<file path="src/rtl/spi_wp_pkg.sv">
package spi_wp_pkg;

  localparam logic [7:0] OP_SET_EN = 8'h06;
  localparam logic [7:0] OP_CLR_EN = 8'h04;
  localparam logic [7:0] OP_RD_ST  = 8'h05;
  localparam logic [7:0] OP_WR_ST  = 8'h01;

  localparam int unsigned BYTE_CNT_W = 2;

  typedef struct packed {
    logic       lock_en;
    logic [1:0] region;
    logic       wr_en;
  } wp_state_t;

  function automatic logic [7:0] status_byte(input wp_state_t s);
    return {s.lock_en, 3'b000, s.region, s.wr_en, 1'b0};
  endfunction

endpackage

</file>
<file path="src/rtl/spi_wp_sync.sv">
module spi_wp_sync #(
  parameter int unsigned W       = 1,
  parameter int unsigned STAGES  = 2,
  parameter logic [W-1:0] RST_VAL = '0
) (
  input  logic         clk,
  input  logic         rst,
  input  logic [W-1:0] d,
  output logic [W-1:0] q
);

  generate
    if (STAGES <= 1) begin : g_single
      logic [W-1:0] r;
      always_ff @(posedge clk) begin
        if (rst) r <= RST_VAL;
        else     r <= d;
      end
      assign q = r;
    end else begin : g_chain
      logic [STAGES-1:0][W-1:0] r;
      always_ff @(posedge clk) begin
        if (rst) r <= {STAGES{RST_VAL}};
        else     r <= {r[STAGES-2:0], d};
      end
      assign q = r[STAGES-1];
    end
  endgenerate

endmodule

</file>
<file path="src/rtl/spi_wp_rx.sv">
module spi_wp_rx
  import spi_wp_pkg::*;
(
  input  logic                  clk,
  input  logic                  rst,
  input  logic                  sck_s,
  input  logic                  cs_n_s,
  input  logic                  mosi_s,
  output logic                  sck_fall,
  output logic                  cmd_evt,
  output logic                  whole,
  output logic [2:0]            bit_cnt,
  output logic [BYTE_CNT_W-1:0] byte_cnt,
  output logic [7:0]            opcode,
  output logic [7:0]            data
);

  localparam logic [BYTE_CNT_W-1:0] BYTE_MAX = '1;

  logic       sck_q;
  logic       cs_n_q;
  logic [7:0] shift;
  logic       sck_rise;
  logic [7:0] next_byte;

  assign sck_rise  = sck_s & ~sck_q & ~cs_n_s;
  assign sck_fall  = ~sck_s & sck_q & ~cs_n_s;
  assign cmd_evt   = cs_n_s & ~cs_n_q;
  assign whole     = (bit_cnt == 3'd0);
  assign next_byte = {shift[6:0], mosi_s};

  always_ff @(posedge clk) begin
    if (rst) begin
      sck_q    <= 1'b0;
      cs_n_q   <= 1'b1;
      shift    <= '0;
      bit_cnt  <= '0;
      byte_cnt <= '0;
      opcode   <= '0;
      data     <= '0;
    end else begin
      sck_q  <= sck_s;
      cs_n_q <= cs_n_s;
      if (cs_n_s) begin
        bit_cnt  <= '0;
        byte_cnt <= '0;
      end else if (sck_rise) begin
        shift   <= next_byte;
        bit_cnt <= bit_cnt + 3'd1;
        if (bit_cnt == 3'd7) begin
          if (byte_cnt != BYTE_MAX) byte_cnt <= byte_cnt + 1'b1;
          if (byte_cnt == '0)       opcode   <= next_byte;
          if (byte_cnt == 1)        data     <= next_byte;
        end
      end
    end
  end

endmodule

</file>
<file path="src/rtl/spi_wp_status.sv">
module spi_wp_status
  import spi_wp_pkg::*;
(
  input  logic                  clk,
  input  logic                  rst,
  input  logic                  cmd_evt,
  input  logic                  whole,
  input  logic [BYTE_CNT_W-1:0] byte_cnt,
  input  logic [7:0]            opcode,
  input  logic [7:0]            data,
  input  logic                  wp_n,
  input  logic                  arr_wr_done,
  output wp_state_t             st
);

  logic       wr_ok;
  logic       valid_cmd;
  logic       unused_data;

  assign unused_data = ^{data[6:4], data[1:0]};
  assign valid_cmd   = cmd_evt & whole & (byte_cnt != '0);
  assign wr_ok       = st.wr_en & (wp_n | ~st.lock_en);

  always_ff @(posedge clk) begin
    if (rst) begin
      st <= '0;
    end else begin
      if (arr_wr_done) st.wr_en <= 1'b0;
      if (valid_cmd) begin
        case (opcode)
          OP_SET_EN: st.wr_en <= 1'b1;
          OP_CLR_EN: st.wr_en <= 1'b0;
          OP_WR_ST: begin
            if (byte_cnt >= 2 && wr_ok) begin
              st.lock_en <= data[7];
              st.region  <= data[3:2];
              st.wr_en   <= 1'b0;
            end
          end
          default: ;
        endcase
      end
    end
  end

endmodule

</file>
<file path="src/rtl/spi_wp_tx.sv">
module spi_wp_tx
  import spi_wp_pkg::*;
(
  input  logic                  clk,
  input  logic                  rst,
  input  logic                  cs_n_s,
  input  logic                  sck_fall,
  input  logic [2:0]            bit_cnt,
  input  logic [BYTE_CNT_W-1:0] byte_cnt,
  input  logic [7:0]            opcode,
  input  logic [7:0]            status,
  output logic                  miso
);

  logic [7:0] out_sr;
  logic       load;

  assign load = (byte_cnt == 1) && (bit_cnt == 3'd0) && (opcode == OP_RD_ST);

  always_ff @(posedge clk) begin
    if (rst || cs_n_s) begin
      out_sr <= '0;
    end else if (sck_fall) begin
      if (load) out_sr <= status;
      else      out_sr <= {out_sr[6:0], 1'b0};
    end
  end

  assign miso = out_sr[7];

endmodule

</file>
<file path="src/rtl/spi_wp_permit.sv">
module spi_wp_permit #(
  parameter int unsigned ADDR_W = 13
) (
  input  logic              clk,
  input  logic              rst,
  input  logic              wr_en,
  input  logic [1:0]        region,
  input  logic [ADDR_W-1:0] addr,
  output logic              permit
);

  localparam int unsigned TOP = ADDR_W - 1;

  logic       guarded;
  logic [1:0] top2;
  logic       unused_addr;

  assign top2        = addr[TOP -: 2];
  assign unused_addr = ^addr[TOP-2:0];

  always_comb begin
    case (region)
      2'b00:   guarded = 1'b0;
      2'b01:   guarded = &top2;
      2'b10:   guarded = top2[1];
      default: guarded = 1'b1;
    endcase
  end

  always_ff @(posedge clk) begin
    if (rst) permit <= 1'b0;
    else     permit <= wr_en & ~guarded;
  end

endmodule

</file>
<file path="src/rtl/spi_wp_ctrl.sv">
module spi_wp_ctrl
  import spi_wp_pkg::*;
#(
  parameter int unsigned ADDR_W      = 13,
  parameter int unsigned SYNC_STAGES = 2
) (
  input  logic              clk,
  input  logic              rst,
  input  logic              sck,
  input  logic              cs_n,
  input  logic              mosi,
  output logic              miso,
  input  logic              wp_n,
  input  logic [ADDR_W-1:0] arr_addr,
  input  logic              arr_wr_done,
  output logic              wr_permit
);

  logic [2:0]            pins_s;
  logic                  sck_fall;
  logic                  cmd_evt;
  logic                  whole;
  logic [2:0]            bit_cnt;
  logic [BYTE_CNT_W-1:0] byte_cnt;
  logic [7:0]            opcode;
  logic [7:0]            data;
  wp_state_t             st;
  logic                  wel;
  logic                  wpen;
  logic [1:0]            bp;

  assign wel  = st.wr_en;
  assign wpen = st.lock_en;
  assign bp   = st.region;

  spi_wp_sync #(.W(3), .STAGES(SYNC_STAGES), .RST_VAL(3'b010)) i_sync (
    .clk(clk), .rst(rst), .d({sck, cs_n, mosi}), .q(pins_s)
  );

  spi_wp_rx i_rx (
    .clk(clk), .rst(rst),
    .sck_s(pins_s[2]), .cs_n_s(pins_s[1]), .mosi_s(pins_s[0]),
    .sck_fall(sck_fall), .cmd_evt(cmd_evt), .whole(whole),
    .bit_cnt(bit_cnt), .byte_cnt(byte_cnt), .opcode(opcode), .data(data)
  );

  spi_wp_status i_status (
    .clk(clk), .rst(rst), .cmd_evt(cmd_evt), .whole(whole),
    .byte_cnt(byte_cnt), .opcode(opcode), .data(data),
    .wp_n(wp_n), .arr_wr_done(arr_wr_done), .st(st)
  );

  spi_wp_tx i_tx (
    .clk(clk), .rst(rst), .cs_n_s(pins_s[1]), .sck_fall(sck_fall),
    .bit_cnt(bit_cnt), .byte_cnt(byte_cnt), .opcode(opcode),
    .status(status_byte(st)), .miso(miso)
  );

  spi_wp_permit #(.ADDR_W(ADDR_W)) i_permit (
    .clk(clk), .rst(rst), .wr_en(wel), .region(bp),
    .addr(arr_addr), .permit(wr_permit)
  );

endmodule

</file>
<file path="config.mk">
export PLATFORM = sky130hd
export DESIGN_NAME = spi_wp_ctrl
export DESIGN_NICKNAME = d
export VERILOG_FILES = /design/src/rtl/spi_wp_pkg.sv /design/src/rtl/spi_wp_sync.sv /design/src/rtl/spi_wp_rx.sv /design/src/rtl/spi_wp_status.sv /design/src/rtl/spi_wp_tx.sv /design/src/rtl/spi_wp_permit.sv /design/src/rtl/spi_wp_ctrl.sv
export SDC_FILE = /design/constraint.sdc
export NUM_CORES = 1
export LEC_CHECK = 0
export BUFFER_PORTS_ARGS = -buffer_cell sky130_fd_sc_hd__buf_4
export CORE_MARGIN = 3
export CORE_UTILIZATION = 55
export CTS_CLUSTER_SIZE = 12
export DETAILED_ROUTE_END_ITERATION = 6
export PLACE_DENSITY = 0.72
export SYNTH_ARGS = -nofsm -noshare
export SYNTH_HDL_FRONTEND = slang
export SYNTH_SLANG_ARGS = --single-unit
</file>
<file path="constraint.sdc">
create_clock -name clk -period 2.45 [get_ports clk]
set_input_delay 0.3675 -clock clk [delete_from_list [all_inputs] [get_ports clk]]
set_output_delay 0.3675 -clock clk [all_outputs]
set_load 0.02 [all_outputs]
</file>
==> impl_metrics.sql, run 1 <==
INSERT INTO impl_metrics (metric_group, metric, value, unit) VALUES
('detailed_routing', 'first_pass_iters', '4', ''),
('clocking', 'cts_hold_buffers', '0', ''),
('finish', 'drive_gt1_share', '13.4', '%'),
('placement', 'detailed_place_hpwl', '2.10', 'mm'),
('detailed_routing', 'antenna_violating_nets_post_route', '0', ''),
('detailed_routing', 'drcViolationCount', '0', ''),
('finish', 'fillcell_total', '250', ''),
('timing', 'fmax', '551', 'MHz'),
('timing', 'post_route_setup_tns', '0', 'ns'),
('synth', 'ys_async_sr_fraction', '0', '%'),
('clocking', 'number_of_buffers_inserted_during_clock_tree_synthesis', '5', ''),
('timing', 'setup_viol', '0', ''),
('finish', 'design.final.nets', '213', ''),
('pwr', 'power.leakage', '0.811', 'nW'),
('floorplanning', 'coreArea', '2880', 'sq um'),
('worst_hold_path', 'worst_min_delay_path_category', 'in -> reg', ''),
('run_status', 'outcome', 'finished, final reports clean', ''),
('timing', 'worstMarginPinSlew', '0.489', 'ns'),
('synth', 'post_synth.cell_area_avg', '10.1', 'sq um'),
('timing', 'max_slew_margin_vs_limit', '67.3', '%'),
('synth', 'mappedNetlistArea', '1740', 'sq um'),
('global_route', 'grt_first_pass_wirelength', '5.25', 'mm'),
('placement', 'routabilityCongestion', '0.754', ''),
('setup_path', 'crit_required', '2.73', 'ns'),
('finish', 'diodes', '0', ''),
('timing', 'layout_worst_path_cycle_share', '74.0', '%'),
('timing', 'rsz_0062_raised_after_global_routing', 'false', ''),
('synth', 'post_synth_num_cell_types', '31', ''),
('synth', 'yosysSeqAreaShare', '49.6', '%'),
('timing', 'final-hold-violation-count', '0', ''),
('detailed_routing', 'routed_via_density', '5.28', ''),
('setup_path', 'critPathArrivalTime', '2.09', 'ns'),
('finish', 'post_layout_nonfiller_instances', '229', ''),
('finish', 'seqCellArea', '861', 'sq um'),
('placement', 'dpl.cell_count', '221', ''),
('placement', 'portBuffers', '10', ''),
('synth', 'yosys_warning_total', '0', ''),
('clocking', 'htree_num_levels', '2', ''),
('detailed_routing', 'detail_route.iter0.violations', '85', ''),
('timing', 'post_layout_minimum_cycle_time', '1.81', 'ns'),
('pwr', 'vdd.ir_drop.worst', '0.472', 'mV'),
('flow_run', 'max-cap-violations', '0', ''),
('floorplanning', 'floorplan.die_area', '3870', 'sq um'),
('timing', 'timing.clock.skew', '0.00557', 'ns'),
('clocking', 'post_cts.repair.setup_buffers', '0', ''),
('floorplanning', 'io_pins', '22', ''),
('synth', 'synthCells', '172', ''),
('global_route', 'total_congestion_overflow', '0', ''),
('clocking', 'cts_root_buf', 'clkbuf_4', ''),
('synth', 'synth_seq_cells', '43', ''),
('synth', 'synthFlopType', 'dfxtp_1', ''),
('finish', 'areaGrowthSynthToFinish', '12.0', '%'),
('floorplanning', 'die_height', '62.2', 'microns'),
('synth', 'number_of_synthesized_flops_with_an_enable_pin', '0', ''),
('global_route', 'number_of_global_route_vias_before_repair', '1155', ''),
('detailed_routing', 'routed_wl', '2.87', 'mm'),
('global_route', 'grt_usage', '17.2', '%'),
('floorplanning', 'initial_utilization', '60.3', '%'),
('pwr', 'power-per-cell-area', '624', 'nW/um^2'),
('setup_path', 'path_class', 'reg -> reg', ''),
('setup_path', 'crit_path_start_kind', 'register', ''),
('global_route', 'grt_antenna_before_repair', '0', ''),
('global_route', 'grt_max_degree', '35', ''),
('clocking', 'path_clk_slew', '0.13', 'ns'),
('timing', 'count_of_final_max_slew_check_failures', '0', ''),
('finish', 'multi_input_comb_area', '836', 'sq um'),
('clocking', 'cts_repair_resize_count', '0', ''),
('floorplanning', 'die_w', '62.2', 'microns'),
('clocking', 'clk_latency', '0.35', 'ns'),
('synth', 'synth_nets', '199', ''),
('detailed_routing', 'via_count', '1208', ''),
('clocking', 'clock_tree_from_tritoncts', 'yes', ''),
('setup_path', 'critical_path_peak_fanout', '4', ''),
('detailed_routing', 'routed_wire_length_per_instance', '12.5', 'microns'),
('clocking', 'cts.path.max_buffers', '2', ''),
('setup_path', 'crit_path_end_kind', 'register', ''),
('floorplanning', 'rows', '19', ''),
('clocking', 'numClockSinks', '43', '');
## flip-flops by register name (all words and copies together), names as in the netlist
signal and count:
i_permit.permit 1, i_rx.cs_n_q 1, i_rx.opcode 8, i_rx.byte_cnt 2
i_rx.bit_cnt 3, i_sync.q 3, i_sync.g_chain.r 3, i_rx.sck_q 1
i_tx.out_sr 7, i_rx.shift 7, i_rx.data 3, i_status.st 4
## report_power, final
group          total [mW]  switching, mW  internal (mW)
registers           0.708        0.00297          0.705
clock network       0.475          0.228          0.246
logic              0.0314         0.0151         0.0162
total                1.21          0.246          0.967
## critical path: stages, from the launching register on
cell,delay [ns]
dfxtp_1,0.42
inv_1,0.08
ha_1,0.24
nor3b_1,0.27
nand3_1,0.15
or4_1,0.52
o31ai_1,0.07
## path summary, 6_finish.rpt
path / start / to / slack, ns / depth (start not counted)
worst max-delay path: i_rx.byte_cnt[0] / i_status.st[3] / 0.64 / 6
worst min-delay path: cs_n / i_sync.g_chain.r[1] / 0.19 / 2
worst max register to register: i_rx.byte_cnt[0] / i_status.st[3] / 0.64 / 6
worst min register to register: i_sync.g_chain.r[1] / i_sync.q[1] / 0.43 / 1
## stage by stage
stage / util, % / instance area (sq um) / hold slack, ns / worst slack [ns] / power, mW
floorplan: - / 1740 / 0.389 / 0.806 / 0.741
global placement: 64.5 / 1850 / 0.392 / 0.699 / 0.754
detailed placement: 64.5 / 1850 / 0.403 / 0.656 / 0.755
CTS: 67.6 / 1940 / 0.171 / 0.646 / 1.23
global route: 67.6 / 1940 / 0.163 / 0.458 / 1.27
finish: 67.6 / 1940 / 0.195 / 0.636 / 1.21
## cell usage in the layout (no fill, tap or decap), drive strengths merged, types with 5 or more instances in the layout
cell	count
dfxtp	43
nor2	27
mux2i	25
buf	11
nor2b	9
nand2b	8
a21oi	7
ha	7
nand3	7
inv	7
clkbuf	6
nand2	5
## layout make-up
class,instances,share of cell area [%]
clock buffer,6,2.64
clock inverter,2,1.99
inverter,6,1.16
multi-input combinational,119,43.0
sequential,43,44.3
tap,42,2.70
timing repair buffer,11,4.25
## layer usage
| layer | vias up | wire length [microns] | GRT usage (%) |
|---|---|---|---|
| li1 | 617 | - | - |
| met3 | 6 | 106 | 6.13 |
| met2 | 14 | 1260 | 26.5 |
| met5 | - | 0 | 0 |
| met1 | 571 | 1440 | 21.6 |
| met4 | 0 | 60 | 7.46 |
## cell usage after synthesis, types with 2 or more instances
| cell | n | area share [%] |
|---|---|---|
| nand3_1 | 6 | 1.7 |
| nand2_1 | 5 | 1.1 |
| ha_1 | 7 | 5.0 |
| inv_1 | 5 | 1.1 |
| clkbuf_1 | 3 | 0.65 |
| or2_2 | 2 | 0.72 |
| nand2b_1 | 8 | 2.9 |
| dfxtp_1 | 43 | 50 |
| mux2i_1 | 25 | 14 |
| a221oi_1 | 2 | 1.0 |
| nor3b_1 | 3 | 1.3 |
| xnor2_1 | 2 | 1.0 |
| o21ai_0 | 3 | 0.86 |
| nor2b_1 | 9 | 3.2 |
| a21oi_1 | 7 | 2.0 |
| nor2_1 | 27 | 5.8 |
## cell families after synthesis
kind of cell / share of synthesized area [%]
AND/OR/NAND/NOR: 21.1
buffers and inverters: 2.23
multiplexers: 14.4
flip-flops: 49.6
XOR/XNOR: 1.01
AO/OA/AOI/OAI: 6.56
adder cells (fa/ha/maj): 5.05
Power figures use the tool's default switching activity.
==> run 2, diff against run 1 <==
--- a/config.mk
+++ b/config.mk
@@ -5,6 +5,7 @@
 export SDC_FILE = /design/constraint.sdc
 export NUM_CORES = 1
 export LEC_CHECK = 0
+export ABC_AREA = 1
 export BUFFER_PORTS_ARGS = -buffer_cell sky130_fd_sc_hd__buf_4
 export CORE_MARGIN = 3
 export CORE_UTILIZATION = 55
==> constraint.sdc (replaced) <==
create_clock -name clk -period 1.7 [get_ports clk]
set_input_delay 0.255 -clock clk [delete_from_list [all_inputs] [get_ports clk]]
set_output_delay 0.255 -clock clk [all_outputs]
set_load 0.02 [all_outputs]
==> run 2 against run 1 <==
  * Utilization grew 0.65 points
  * Sequential share of layout area down 0.78 points
  * Flip-flop and latch count stayed put
  * Synthesized cell count increased by 33%
  * Maximum frequency up 18%
==> impl_metrics.sql, run 2 <==
INSERT INTO impl_metrics (metric_group, metric, value, unit) VALUES
('placement', 'detailed_place_hpwl', '2.54', 'mm'),
('synth', 'muxShareOfSynthArea', '0', '%'),
('synth', 'synth_compound_area_share', '13.7', '%'),
('global_route', 'grt_usage', '19.1', '%'),
('timing', 'timing.clock.skew', '0.00910', 'ns'),
('setup_path', 'worstReg2RegStart', 'i_rx.byte_cnt[1]', ''),
('timing', 'count_of_final_max_slew_check_failures', '0', ''),
('worst_hold_path', 'worst_min_delay_path_category', 'in -> reg', ''),
('setup_path', 'critPathArrivalTime', '1.80', 'ns'),
('setup_path', 'crit_path_frequent_cell', 'nand2_1', ''),
('pwr', 'power.leakage', '0.797', 'nW'),
('detailed_routing', 'drcViolationCount', '0', ''),
('setup_path', 'setup.worst_path.start', 'i_rx.byte_cnt[1]', ''),
('detailed_routing', 'highest-signal-layer', 'met4', ''),
('detailed_routing', 'first_pass_iters', '4', ''),
('finish', 'drive_gt1_share', '12.2', '%'),
('floorplanning', 'floorplan.die_area', '3940', 'sq um'),
('clocking', 'cts_root_buf', 'clkbuf_4', ''),
('floorplanning', 'die_w', '62.8', 'microns'),
('detailed_routing', 'wire_length_on_met1', '1.53', 'mm'),
('setup_path', 'crit_path_end', 'i_tx.out_sr[3]', ''),
('finish', 'areaGrowthSynthToFinish', '11.6', '%'),
('finish', 'largest_reg_flops', '8', ''),
('setup_path', 'crit_path_start_kind', 'register', ''),
('detailed_routing', 'detail_route.iter0.violations', '102', ''),
('detailed_routing', 'routed_wire_length_per_instance', '11.8', 'microns'),
('setup_path', 'cp_top_family', 'simple AND/OR/NAND/NOR gates', ''),
('timing', 'rsz_0062_raised_after_global_routing', 'false', ''),
('global_route', 'number_of_global_route_vias_before_repair', '1394', ''),
('timing', 'fmax', '653', 'MHz'),
('clocking', 'cts_hold_buffers', '0', ''),
('setup_path', 'total_number_of_cells_along_the_worst_setup_path', '9', ''),
('detailed_routing', 'routed_via_density', '5.14', ''),
('timing', 'post_layout_minimum_cycle_time', '1.53', 'ns'),
('timing', 'layout_worst_path_cycle_share', '90.1', '%'),
('detailed_routing', 'met3WireLength', '117', 'microns'),
('detailed_routing', 'routed_wl', '3.40', 'mm'),
('clocking', 'clk_latency', '0.35', 'ns'),
('floorplanning', 'coreArea', '2900', 'sq um'),
('clocking', 'htree_num_levels', '2', ''),
('placement', 'placed_instance_area', '1910', 'sq um'),
('synth', 'post_synth_xor_area_fraction', '0', '%'),
('finish', 'largest_register', 'i_rx.opcode', ''),
('finish', 'diodes', '0', ''),
('setup_path', 'critical_path_top_delay_cell', 'dfxtp_1', ''),
('synth', 'synth_nets', '256', ''),
('finish', 'mostFrequentLayoutCells', 'nand2_1 (45), dfxtp_1 (43), a21oi_1 (33)', ''),
('setup_path', 'worst_path_max_stage_delay', '0.36', 'ns'),
('setup_path', 'path_buf_inv', '2', ''),
('synth', 'yosys-top-cells-area', 'dfxtp_1 (49%), nand2_1 (9.5%), a21oi_1 (9.3%)', ''),
('global_route', 'grt_max_degree', '28', ''),
('timing', 'setup_viol', '0', ''),
('setup_path', 'crit_required', '1.96', 'ns'),
('setup_path', 'crit_path_cell_trace', 'inv_1, ha_1, nand3_1, nor2_4, nand2_1, nand2_1, nand3_1, nand2_1, inv_1', ''),
('clocking', 'cts.path.max_buffers', '2', ''),
('synth', 'synth_top_family_by_area', 'simple AND/OR/NAND/NOR gates', ''),
('setup_path', 'crit-reg2reg-capture', 'i_tx.out_sr[3]', ''),
('timing', 'holdWs', '0.0884', 'ns'),
('timing', 'max_slew_margin_vs_limit', '69.3', '%'),
('synth', 'synth.most_common_cell', 'nand2_1', ''),
('pwr', 'power-per-cell-area', '817', 'nW/um^2'),
('placement', 'routabilityCongestion', '0.785', ''),
('floorplanning', 'io_pins', '22', ''),
('pwr', 'vdd.ir_drop.worst', '0.651', 'mV'),
('synth', 'post_synth_num_cell_types', '21', ''),
('synth', 'post-synth-top-area-cell', 'dfxtp_1', ''),
('global_route', 'grt_first_pass_wirelength', '5.88', 'mm'),
('synth', 'yosysSeqAreaShare', '48.6', '%'),
('synth', 'synthSimpleGateAreaFrac', '25.7', '%'),
('synth', 'number_of_synthesized_flops_with_an_enable_pin', '0', ''),
('timing', 'final-hold-violation-count', '0', ''),
('setup_path', 'critical_path_peak_fanout', '6', ''),
('setup_path', 'crit_path_end_kind', 'register', ''),
('placement', 'portBuffers', '10', ''),
('setup_path', 'reg2reg_setup_slack', '0.17', 'ns'),
('pwr', 'power', '1.62', 'mW'),
('floorplanning', 'rows', '19', ''),
('synth', 'synthFlopType', 'dfxtp_1', ''),
('detailed_routing', 'detailroute.wirelength.met2', '1.67', 'mm'),
('run_status', 'outcome', 'finished, final reports clean', ''),
('global_route', 'grt_antenna_before_repair', '0', ''),
('synth', 'mappedNetlistArea', '1770', 'sq um'),
('floorplanning', 'die_height', '62.8', 'microns'),
('synth', 'post_synth_most_frequent_cells', 'nand2_1 (45), dfxtp_1 (43), a21oi_1 (33)', ''),
('finish', 'post-route-cell-area', '1980', 'sq um'),
('synth', 'post_synth_fa_ha_maj_area_fraction', '4.94', '%'),
('synth', 'post_synth.cell_area_avg', '7.74', 'sq um'),
('clocking', 'number_of_buffers_inserted_during_clock_tree_synthesis', '5', ''),
('synth', 'ys_async_sr_fraction', '0', '%'),
('timing', 'worstMarginPinSlew', '0.460', 'ns'),
('clocking', 'clock_tree_from_tritoncts', 'yes', ''),
('clocking', 'path_clk_slew', '0.12', 'ns'),
('finish', 'final_common_cell', 'nand2_1', ''),
('detailed_routing', 'via_count', '1481', ''),
('synth', 'yosysTopAreaCellShare', '48.6', '%'),
('flow_run', 'max-cap-violations', '0', ''),
('global_route', 'total_congestion_overflow', '0', ''),
('synth', 'synth_seq_cells', '43', ''),
('detailed_routing', 'antenna_violating_nets_post_route', '0', ''),
('clocking', 'numClockSinks', '43', ''),
('finish', 'top_regs', 'i_rx.opcode x8, i_rx.shift x7, i_tx.out_sr x7', ''),
('floorplanning', 'initial_utilization', '61.1', '%'),
('timing', 'post_route_setup_tns', '0', 'ns'),
('setup_path', 'path_class', 'reg -> reg', ''),
('setup_path', 'r2r.worst_path.cells', '9', ''),
('synth', 'synthCells', '229', ''),
('finish', 'design.final.nets', '272', ''),
('synth', 'yosys_warning_total', '0', '');
==> run 2: metal layers <==
metal | vias up | track usage (%)
met5 | - | 0
met4 | 0 | 10.2
met3 | 9 | 5.58
met2 | 27 | 33.2
met1 | 671 | 20.7
li1 | 774 | -
==> run 2: worst min path at each step <==
stage / startpoint / endpoint / slack [ns] / cells after the start
after floorplan: cs_n / i_sync.g_chain.r[1] / 0.36 / 1
after global placement: i_sync.g_chain.r[2] / i_sync.q[2] / 0.39 / 2
after detailed placement: i_sync.g_chain.r[1] / i_sync.q[1] / 0.40 / 1
after CTS: cs_n / i_sync.g_chain.r[1] / 0.08 / 2
after global routing: cs_n / i_sync.g_chain.r[1] / 0.08 / 2
final: cs_n / i_sync.g_chain.r[1] / 0.09 / 2
==> run 2: worst register-to-register path: cells and delay by family (launching register included) <==
family	cells	cell delay (ns)
flops	1	0.36
simple gates	6	0.69
fa+ha+maj	1	0.25
buf+inv	2	0.14
==> run 2: kinds of logic after synthesis <==
family	Yosys count
compound gates	48
fa+ha+maj	7
buf+inv	31
flops	43
simple gates	100
==> run 2: power by group <==
group,internal (mW),switching (mW),total [mW]
sequential,1.02,0.00521,1.02
clock,0.244,0.303,0.546
combinational,0.0227,0.0272,0.0499
total,1.28,0.335,1.62
==> run 2: per-stage QoR <==
stage / worst slack, ns / utilization [%] / cells
2_1_floorplan: 0.275 / - / 229
3_3_place_gp: 0.239 / 65.7 / 280
3_5_place_dp: 0.179 / 65.7 / 280
4_1_cts: 0.153 / 68.1 / 288
5_1_grt: 0.0234 / 68.2 / 288
6_report: 0.169 / 68.2 / 288
==> run 2: timing repair <==
action | 4_1_cts | 5_1_grt
setup endpoints to repair | 0 | 2
setup buffers | 0 | 0
resized for setup | 0 | 1
==> run 2: area by class of cell <==
class	instances	area, sq um
clock buffer	8	68.8
fill	270	921
inverter	25	93.8
multi-input combinational	155	791
sequential	43	861
tap	42	52.6
timing repair buffer	15	113
